**config.mk**
```make
export PLATFORM = sky130hd
export DESIGN_NAME = dead_band_gen
export DESIGN_NICKNAME = d
export VERILOG_FILES = /design/src/rtl/dbg_pkg.sv /design/src/rtl/dbg_src_sel.sv /design/src/rtl/dbg_edge_delay.sv /design/src/rtl/dbg_out_stage.sv /design/src/rtl/dead_band_gen.sv
export SDC_FILE = /design/constraint.sdc
export NUM_CORES = 1
export LEC_CHECK = 0
export BUFFER_PORTS_ARGS = -buffer_cell sky130_fd_sc_hd__buf_2
export CORE_UTILIZATION = 30
export DETAILED_ROUTE_END_ITERATION = 10
export GPL_TIMING_DRIVEN = 0
export HOLD_SLACK_MARGIN = 0.02
export PLACE_DENSITY_LB_ADDON = 0.15
export SYNTH_ARGS = -nofsm -noshare
export SYNTH_HDL_FRONTEND = slang
export SYNTH_HIERARCHICAL = 1
export SYNTH_SLANG_ARGS = --single-unit
```
**constraint.sdc**
```tcl
create_clock -name clk -period 5.25 [get_ports clk]
set_clock_uncertainty 0.1 [all_clocks]
set_input_delay 0 -clock clk [delete_from_list [all_inputs] [get_ports clk]]
set_output_delay 0 -clock clk [all_outputs]
set_load 0.05 [all_outputs]
```
**src/rtl/dbg_pkg.sv**
```systemverilog
package dbg_pkg;

    localparam int DLY_W       = 10;
    localparam int DLY_DEFAULT = 50;

    typedef enum logic {
        EDGE_RISE = 1'b0,
        EDGE_FALL = 1'b1
    } edge_kind_e;

    typedef struct packed {
        logic from_b;
        logic invert;
        logic shaped;
    } path_cfg_t;

    function automatic logic pick_src(input logic from_b, input logic a, input logic b);
        return from_b ? b : a;
    endfunction

endpackage

```
**src/rtl/dbg_src_sel.sv**
```systemverilog
module dbg_src_sel (
    input  logic              a_in,
    input  logic              b_in,
    input  dbg_pkg::path_cfg_t cfg,
    output logic              y
);
    assign y = dbg_pkg::pick_src(cfg.from_b, a_in, b_in);
endmodule

```
**src/rtl/dbg_edge_delay.sv**
```systemverilog
module dbg_edge_delay #(
    parameter int                  DLY_W = dbg_pkg::DLY_W,
    parameter dbg_pkg::edge_kind_e KIND  = dbg_pkg::EDGE_RISE
) (
    input  logic             clk,
    input  logic             rst,
    input  logic             sig_in,
    input  logic [DLY_W-1:0] dly,
    output logic             sig_out
);
    // Core delays the rise of x; the falling variant wraps it in inverters.
    logic             x;
    logic             y_core;
    logic             lvl;
    logic             busy;
    logic             fire;
    logic [DLY_W-1:0] cnt;

    generate
        if (KIND == dbg_pkg::EDGE_RISE) begin : g_rise
            assign x       = sig_in;
            assign sig_out = y_core;
        end else begin : g_fall
            assign x       = ~sig_in;
            assign sig_out = ~y_core;
        end
    endgenerate

    assign fire   = x & ~lvl & (busy ? (cnt == '0) : (dly == '0));
    assign y_core = x & (lvl | fire);

    always_ff @(posedge clk) begin
        if (rst) begin
            lvl  <= 1'b0;
            busy <= 1'b0;
            cnt  <= '0;
        end else if (!x) begin
            lvl  <= 1'b0;
            busy <= 1'b0;
        end else if (lvl) begin
            lvl  <= 1'b1;
        end else if (fire) begin
            lvl  <= 1'b1;
            busy <= 1'b0;
        end else if (!busy) begin
            busy <= 1'b1;
            cnt  <= dly - DLY_W'(1);
        end else begin
            cnt  <= cnt - DLY_W'(1);
        end
    end

    // a qualifying edge with non-zero delay never shows at once
    a_r1_edge_waits: assert property (@(posedge clk) disable iff (rst)
        (x && !$past(x) && dly != '0) |-> !y_core);

    // zero delay passes the edge in the same cycle
    a_r3_zero_passes: assert property (@(posedge clk) disable iff (rst)
        (x && !$past(x) && dly == '0) |-> y_core);

    // once the output is active it stays so while the input holds
    a_r6_level_held: assert property (@(posedge clk) disable iff (rst)
        (x && $past(x) && $past(y_core)) |-> y_core);

    // a running count follows its captured value, not the live delay
    a_r5_count_latched: assert property (@(posedge clk) disable iff (rst)
        (busy && x && cnt != '0) |=> (busy && cnt == $past(cnt) - DLY_W'(1)));

endmodule

```
**src/rtl/dbg_out_stage.sv**
```systemverilog
module dbg_out_stage (
    input  logic               raw_in,
    input  logic               shaped_in,
    input  dbg_pkg::path_cfg_t cfg,
    output logic               y
);
    assign y = cfg.shaped ? (shaped_in ^ cfg.invert) : raw_in;
endmodule

```
**src/rtl/dead_band_gen.sv**
```systemverilog
module dead_band_gen #(
    parameter int DLY_W = dbg_pkg::DLY_W
) (
    input  logic             clk,
    input  logic             rst,
    input  logic             pwm_a_in,
    input  logic             pwm_b_in,
    input  logic [DLY_W-1:0] red_cnt,
    input  logic [DLY_W-1:0] fed_cnt,
    input  logic [1:0]       cfg_src,
    input  logic [1:0]       cfg_pol,
    input  logic [1:0]       cfg_oen,
    output logic             out_a,
    output logic             out_b
);
    import dbg_pkg::*;

    localparam int NPATH = 2;

    path_cfg_t        cfg      [NPATH];
    logic [DLY_W-1:0] dly      [NPATH];
    logic [NPATH-1:0] raw;
    logic [NPATH-1:0] path_in;
    logic [NPATH-1:0] path_out;
    logic [NPATH-1:0] pin_out;

    assign raw    = {pwm_b_in, pwm_a_in};
    assign dly[0] = red_cnt;
    assign dly[1] = fed_cnt;

    generate
        for (genvar i = 0; i < NPATH; i++) begin : g_path
            assign cfg[i] = '{from_b: cfg_src[i], invert: cfg_pol[i], shaped: cfg_oen[i]};

            dbg_src_sel u_src (
                .a_in (pwm_a_in),
                .b_in (pwm_b_in),
                .cfg  (cfg[i]),
                .y    (path_in[i])
            );

            dbg_edge_delay #(
                .DLY_W (DLY_W),
                .KIND  (edge_kind_e'(i))
            ) u_dly (
                .clk     (clk),
                .rst     (rst),
                .sig_in  (path_in[i]),
                .dly     (dly[i]),
                .sig_out (path_out[i])
            );

            dbg_out_stage u_out (
                .raw_in    (raw[i]),
                .shaped_in (path_out[i]),
                .cfg       (cfg[i]),
                .y         (pin_out[i])
            );
        end
    endgenerate

    assign out_a = pin_out[0];
    assign out_b = pin_out[1];

endmodule

```
==> results.md, run 1 <==
* Fin. Hold Viols at 0
* Number of instances in the synthesized netlist at roughly 250
* Clock transition at the registers of the reported paths at roughly 0.09 ns
* Inserted Clock Buffers at 3
* Gr ovfl total at 0
* Share of post-route cells with drive strength above 1 at 0.214
* Number of antenna violations at the first check in global routing at 0
* Top fanout value on the critical path at 10
* Crit Path Class: flip-flop to flip-flop
* Leakage at 0.858 nW
* R2R Setup Slk at 2.08 ns
* Post-Layout Inst Area at 2390 um^2
* Fin Hold WS at just over 0.05 ns
* Endpoint type of the worst setup path: flip-flop
* Mean area per synthesized cell at 7.94 um^2
* Die H at 83.8 um
* Detailed route wirelength on metal3 at about 250 um
* Critical path data required time at 5.31 ns
* Nets@finish at 328
* Setup violations, final at 0
* Aggregate negative setup slack at 0 ns
* Final weighted congestion of routability-driven global placement at 0.792
* Actual transition at the worst max-transition pin at 1.10 ns
* Number of flops mapped to enable cells by yosys at 0
* Synthesized-area fraction occupied by adder cells at 0.0125
* Ys Warns at 6
* Part of the Yosys area used for sequential elements at 0.239
* Net count of the mapped netlist at 285
* Final core occ at 0.372
* Combinational power share at 0.368
* Post-DP HPWL at ~4200 um
* Cell at the root of the clock tree: clkbuf_8
* # IOs at 32
* Site row count at 29
* Critical path data arrival time at 3.23 ns
* Placed Area at 2250 um^2
* Post-layout power at 0.000555 W
* Initial standard-cell utilization of the core at 0.313
* Compound-Gate Fraction of Synth Area at 0.277
* Maximum number of pins on one net before global-route repair at 14
* Internal power at 0.000353 W
* Floorplan die area at 7020 um^2
* Time the final worst path needs with I/O delays and setup at between 3 and 4 ns
* TritonCTS clock tree: built
* CTS Buffer Depth at 2
* Status: completed
* Global-route wire length before repair at approximately 9300 um
* Insertion delay to the later sink of the worst-skew pair at 0.27 ns
* Register share of total power at 0.400
* Residual antenna-violating net count after detailed routing at 0
* Cell count of the worst hold path at 4
* Synth Register Bits at 24
* All-Layer GR Usage at 0.163
* Final number of max-transition violations at 0
* Primary FF master, synth: dfxtp_1
* Std-Cell Core Area at 6420 um^2
* Distinct cells, synth at 64
* Share of async-settable or async-resettable flops after synthesis at 0
* CTS H-Tree Depth at 1
* Launch instance of the worst min-delay path: red_cnt[0]
* Launching element type of the critical path: flip-flop
* Unrepaired setup endpoints after global routing: no
* Final Cycle Share at 0.604
* Via count of the first global-routing pass at 1950
* Die boundary width at 83.8 um
* Launch instance of the worst register-to-register path: g_path[1].u_dly/busy$_SDFFE_PP0N_
* Post-CTS Hold Fix Bufs at 8
* Worst vdd rail ir drop at 99.3 uV
* Areal power density over the cells at 232 nW/um^2
* Worst max-slew margin expressed relative to the limit at 0.260
* End of the worst hold path: g_path[0].u_dly/cnt[0]$_SDFFE_PP0P_
* Drt initial violations at approximately 100
* Worst min-delay path class: input port to flip-flop
* Top layer reached by signal wires: met4
* Net switching share of the total power at 0.363
* Number of port buffers at 30
* Portion of total power attributed to the clock network at 0.231
* Total iterations of the first detailed-routing run at 4
* Dominant combinational cell family by area after synthesis: simple AND/OR/NAND/NOR gates
* Met1 wire length at 2730 um
* Setup fix buffers added after clock tree synthesis at 0
* Number of sinks handled by clock tree synthesis at 24
* P_sw at 0.000202 W
* Highest achievable clock rate at between 300 and 400 MHz
* Launching element of the worst setup path: g_path[1].u_dly/busy$_SDFFE_PP0N_
* Basic-gate share of the synthesized area counting and, or, nand and nor cells at 0.352
* Diode insertion count for antenna repair at 0
* Synth-to-layout area growth at 19.0%
* Overall via count from detail_route at 2114
* Endpoint of the most critical register-to-register path: g_path[1].u_dly/cnt[8]$_SDFFE_PP0P_
* Multiplexer area fraction after synthesis at 0.0449
* Number of max-cap violations at 0
* Detail-routed net length per standard cell at 14.9 um
* Wirelength, routed at 5530 um
* Number of remaining DRC errors at 0
* Quantity of gates resized following cts at 0
* Synthesized area at 2010 um^2
* Met2 WL post-DR at roughly 2500 um
* R2r worst-path depth at 10
* Post-Synth XOR/XNOR Area at 0.0174
* DR vias/cell at roughly 5.7
[worst max-delay path by stage]
stage,slack (ns),cells after the start,end
final,2.08,10,g_path[1].u_dly/cnt[8]$_SDFFE_PP0P_
after global routing,1.83,10,g_path[1].u_dly/cnt[6]$_SDFFE_PP0P_
after CTS,2.09,10,g_path[1].u_dly/cnt[8]$_SDFFE_PP0P_
after detailed placement,2.13,10,g_path[1].u_dly/cnt[8]$_SDFFE_PP0P_
after global placement,2.14,10,g_path[1].u_dly/cnt[8]$_SDFFE_PP0P_
after floorplan,2.60,10,g_path[1].u_dly/cnt[4]$_SDFFE_PP0P_
[stage by stage]
step,instances,setup WS (ns)
6_report,372,2.08
5_1_grt,372,1.83
4_1_cts,372,2.09
3_5_place_dp,360,2.13
3_3_place_gp,360,2.14
2_1_floorplan,253,2.60
[worst max-delay path, cell delays in order (launching register included)]
cell and delay [ns]:
dfxtp_1 0.33, buf_6 0.13, buf_2 0.23, buf_1 0.45, mux2i_1 0.30, ha_1 0.28, nor4b_2 0.34, o22ai_1 0.27
o311ai_1 0.30, o31ai_1 0.12, a32o_1 0.21
[registers in the layout (all words and copies together) (netlist names)]
signal	cells
g_path.u_dly/cnt	20
g_path.u_dly/busy	2
g_path.u_dly/lvl	2
[routing by layer]
layer,vias to the layer above,global-route usage
li1,1072,-
met1,1002,0.218
met2,38,0.268
met3,2,0.0346
met4,0,0.0329
met5,-,0
[area by class of cell]
cell class                 instances  area, um^2
clock buffer                       4        55.1
buffer                            14        96.3
timing repair buffer              38         230
fill                             699        4030
tap                               77        96.3
multi-input combinational        210        1410
sequential                        24         480
inverter                           5        18.8
[Yosys cell counts, types with 3 or more instances]
cell type   n  area, um^2
dfxtp_1    24         480
and3_1      4        25.0
nor3_1     14        70.1
nand2_1    19        71.3
a211oi_1    4        30.0
buf_6       5        56.3
o211ai_1    5        37.5
a32o_1      3        30.0
a21oi_1    22         110
nor4_1      8        50.1
o21ai_1     6        30.0
o31ai_1     5        37.5
mux2i_1     6        60.1
and2_1      4        25.0
xnor2_1     4        35.0
clkbuf_1    5        18.8
nor2_1     22        82.6
or4_1       3        22.5
nand3_1    10        50.1
nor4b_2     4        60.1
inv_1       4        15.0
o22ai_1     3        18.8
or3_1       3        18.8
a31oi_1     5        31.3
o21ai_0    10        50.1
[cells by family (layout without fill, tap and decap cells)]
family / Yosys count / count (layout)
AO/OA/AOI/OAI: 82 / 82
XOR/XNOR: 4 / 4
adder cells (fa/ha/maj): 2 / 2
buffers and inverters: 19 / 61
flip-flops: 24 / 24
multiplexers: 8 / 8
AND/OR/NAND/NOR: 114 / 114
[power by group through the flow]
stage | combinational, W | clock [W] | sequential (W)
5_1_grt | 0.000227 | 0.000144 | 0.000225
6_report | 0.000204 | 0.000128 | 0.000222
4_1_cts | 0.000205 | 0.000137 | 0.000222
3_5_place_dp | 0.000200 | 0 | 0.000225
2_1_floorplan | 0.000144 | 0 | 0.000220
3_3_place_gp | 0.000201 | 0 | 0.000226
[cells in the final DEF (no fill, tap or decap), types with 3 or more instances in the layout]
| cell | Yosys | final |
|---|---|---|
| nand2_1 | 19 | 19 |
| or4_1 | 3 | 3 |
| o211ai_1 | 5 | 5 |
| dlygate4sd3_1 | 0 | 8 |
| buf_2 | 2 | 32 |
| mux2i_1 | 6 | 6 |
| a31oi_1 | 5 | 5 |
| nor4_1 | 8 | 8 |
| dfxtp_1 | 24 | 24 |
| nand3_1 | 10 | 10 |
| nor3_1 | 14 | 14 |
| inv_1 | 4 | 4 |
| o22ai_1 | 3 | 3 |
| a21oi_1 | 22 | 22 |
| a32o_1 | 3 | 3 |
| xnor2_1 | 4 | 4 |
| nor4b_2 | 4 | 4 |
| o21ai_1 | 6 | 6 |
| clkbuf_1 | 5 | 5 |
| nor2_1 | 22 | 22 |
| buf_6 | 5 | 5 |
| a211oi_1 | 4 | 4 |
| and2_1 | 4 | 4 |
| or3_1 | 3 | 3 |
| clkbuf_8 | 0 | 4 |
| o31ai_1 | 5 | 5 |
| and3_1 | 4 | 4 |
| o21ai_0 | 10 | 10 |
(Power assumes the default switching activity.)
==> inputs of run 2 (changes only) <==
- clock period: 5.25 -> 3.2 ns (I/O delays scaled with it)
==> results.md, run 2 (same netlist as run 1, synthesis figures left out) <==
* Worst max-slew margin expressed relative to the limit at 0.260 (about the same)
* Actual transition at the worst max-transition pin at 1.10 ns (+0.0000410 ns)
* Register name with the most flops: g_path.u_dly/cnt
* Biggest regs: g_path.u_dly/cnt: 20 flops, g_path.u_dly/busy: 2 flops, g_path.u_dly/lvl: 2 flops
* Via count of the first global-routing pass at 1950 (unchanged)
* Endpoint type of the worst setup path: flip-flop
* Number of sinks handled by clock tree synthesis at 24 (unchanged)
* Nets@finish at 328 (unchanged)
* Placed Area at 2250 um^2 (unchanged)
* TritonCTS clock tree: built
* Final Cycle Share at 0.928 (+0.324)
* Filler Cells Inserted at 700 (+0.14%)
* Share of post-route cells with drive strength above 1 at 0.217 (+0.00339)
* Synth-to-layout area growth at 19.1% (about the same)
* Worst min-delay path class: input port to flip-flop
* Insertion delay to the later sink of the worst-skew pair at 0.27 ns (about the same)
* Final setup margin at 0.230 ns (-1.85 ns)
* Maximum number of pins on one net before global-route repair at 14 (unchanged)
* Time the final worst path needs with I/O delays and setup at 2.97 ns (-0.200 ns)
* Drt initial violations at 104 (unchanged)
* Gr ovfl total at 0 (unchanged)
* Crit Path Class: flip-flop to flip-flop
* Die H at 83.8 um (unchanged)
* All-Layer GR Usage at 0.163 (unchanged)
* Max FFs per register at 20 (unchanged)
* Setup fix buffers added after clock tree synthesis at 0 (unchanged)
* Number of port buffers at 30 (unchanged)
* Launching element type of the critical path: flip-flop
* Highest achievable clock rate at 337 MHz (+6.7%)
* Post-DP HPWL at 4220 um (unchanged)
* Wirelength, routed at 5530 um (about the same)
* Cell with the most instances on the worst path: buf_2
* Inserted Clock Buffers at 3 (unchanged)
* Areal power density over the cells at 381 nW/um^2 (+64%)
* Residual antenna-violating net count after detailed routing at 0 (unchanged)
* Number of max-cap violations at 0 (unchanged)
* Std-Cell Core Area at 6420 um^2 (unchanged)
* Total iterations of the first detailed-routing run at 4 (unchanged)
* Met3 Usage GRT at 0.0346 (unchanged)
* Critical path data arrival time at 3.03 ns (-0.20 ns)
* Site row count at 29 (unchanged)
* Longest individual stage delay on the worst path at 0.34 ns (-0.11 ns)
* Global-route wire length before repair at 9290 um (unchanged)
* Met1 capacity usage during global routing at 0.218 (unchanged)
* Leading cell types in the layout, fill and taps excluded: buf_2, dfxtp_1, a21oi_1, nor2_1, nand2_1
* Fin Hold WS at 0.0515 ns (unchanged)
* Multi-input gate area in the final layout at 1410 um^2 (unchanged)
* Cell at the root of the clock tree: clkbuf_8
* Leakage at 0.861 nW (+0.43%)
* Most common cell after layout, fill and taps aside: buf_2
* Launching element of the worst setup path: g_path[1].u_dly/busy$_SDFFE_PP0N_
* Met2 Usage GRT at 0.268 (unchanged)
* Overall via count from detail_route at 2114 (unchanged)
* Final number of max-transition violations at 0 (unchanged)
* Number of antenna violations at the first check in global routing at 0 (unchanged)
* Launch instance of the worst register-to-register path: g_path[1].u_dly/busy$_SDFFE_PP0N_
* CTS H-Tree Depth at 1 (unchanged)
* # IOs at 32 (unchanged)
* Status: completed
* Launch instance of the worst min-delay path: red_cnt[0]
* Final weighted congestion of routability-driven global placement at 0.792 (unchanged)
* Initial standard-cell utilization of the core at 0.313 (unchanged)
* Diode insertion count for antenna repair at 0 (unchanged)
* Fin. Hold Viols at 0 (unchanged)
* Number of remaining DRC errors at 0 (unchanged)
* Post-Layout Inst Area at 2390 um^2 (about the same)
* Setup violations, final at 0 (unchanged)
* Clock transition at the registers of the reported paths at 0.09 ns (about the same)
* DR vias/cell at 5.68 (unchanged)
* Aggregate negative setup slack at 0 ns (unchanged)
* Most heavily used metal layer in global routing: met2
* Cell type of the slowest stage on the worst timing path: nor4b_2
* CTS Buffer Depth at 2 (unchanged)
* Die boundary width at 83.8 um (unchanged)
* CP Cell Sequence: buf_6 > buf_2 > buf_2 > mux2i_1 > ha_1 > nor4b_2 > o22ai_1 > o311ai_1 > o31ai_1 > a32o_1
* Top fanout value on the critical path at 10 (unchanged)
* Post-placement setup slack at 0.0787 ns (-2.05 ns)
* Area of all sequential standard cells at 480 um^2 (unchanged)
* Floorplan die area at 7020 um^2 (unchanged)
* Critical path data required time at 3.26 ns (-2.05 ns)
* Worst vdd rail ir drop at 163 uV (+64%)
* Unrepaired setup endpoints after global routing: no
* Detail-routed net length per standard cell at 14.9 um (about the same)
run 2: metal layers:
layer | up-vias | routed length [um]
met2 | 38 | 2520
met1 | 1002 | 2740
met4 | 0 | 30
met3 | 2 | 248
li1 | 1072 | -
met5 | - | 0
run 2: final timing paths:
path / cells after the start / to / slack [ns]
setup / recovery: 10 / g_path[1].u_dly/cnt[8]$_SDFFE_PP0P_ / 0.23
hold / removal: 4 / g_path[0].u_dly/cnt[0]$_SDFFE_PP0P_ / 0.05
setup reg to reg: 10 / g_path[1].u_dly/cnt[8]$_SDFFE_PP0P_ / 0.23
hold reg to reg: 2 / g_path[1].u_dly/cnt[0]$_SDFFE_PP0P_ / 0.39
run 2: worst max-delay path: cells and delay by family, from the launching register on:
kind	cells	cell delay, ns
buffers and inverters	3	0.64
AOI/OAI and AO/OA	4	0.90
adders and majority gates	1	0.28
muxes	1	0.26
DFF	1	0.33
and+or+nand+nor	1	0.34
run 2: stage by stage:
stage	instances	power [W]	util
global placement	360	0.000700	0.351
finish	372	0.000911	0.372
global route	372	0.000979	0.372
floorplan	253	0.000597	-
detailed placement	360	0.000697	0.351
CTS	372	0.000924	0.372
run 2: cell type report:
class | count | share of cell area
repair buffers | 38 | 0.0963
well taps | 77 | 0.0403
plain buffers | 14 | 0.0408
multi-input cells | 210 | 0.591
clock buffers | 4 | 0.0230
flip-flops and latches | 24 | 0.201
inverters | 5 | 0.00785
run 2: timing repair:
item | 4_1_cts | 5_1_grt
resized for setup | 0 | 2
hold buffers | 8 | 0
setup endpoints to repair | 0 | 3
hold endpoints to repair | 10 | 0
run 2: report_power, final:
group	leakage [nW]	internal [W]	switching, W
Sequential	0.198	0.000330	0.0000347
Combinational	0.635	0.000140	0.000196
Clock	0.0288	0.000110	0.000101
Total	0.861	0.000580	0.000331
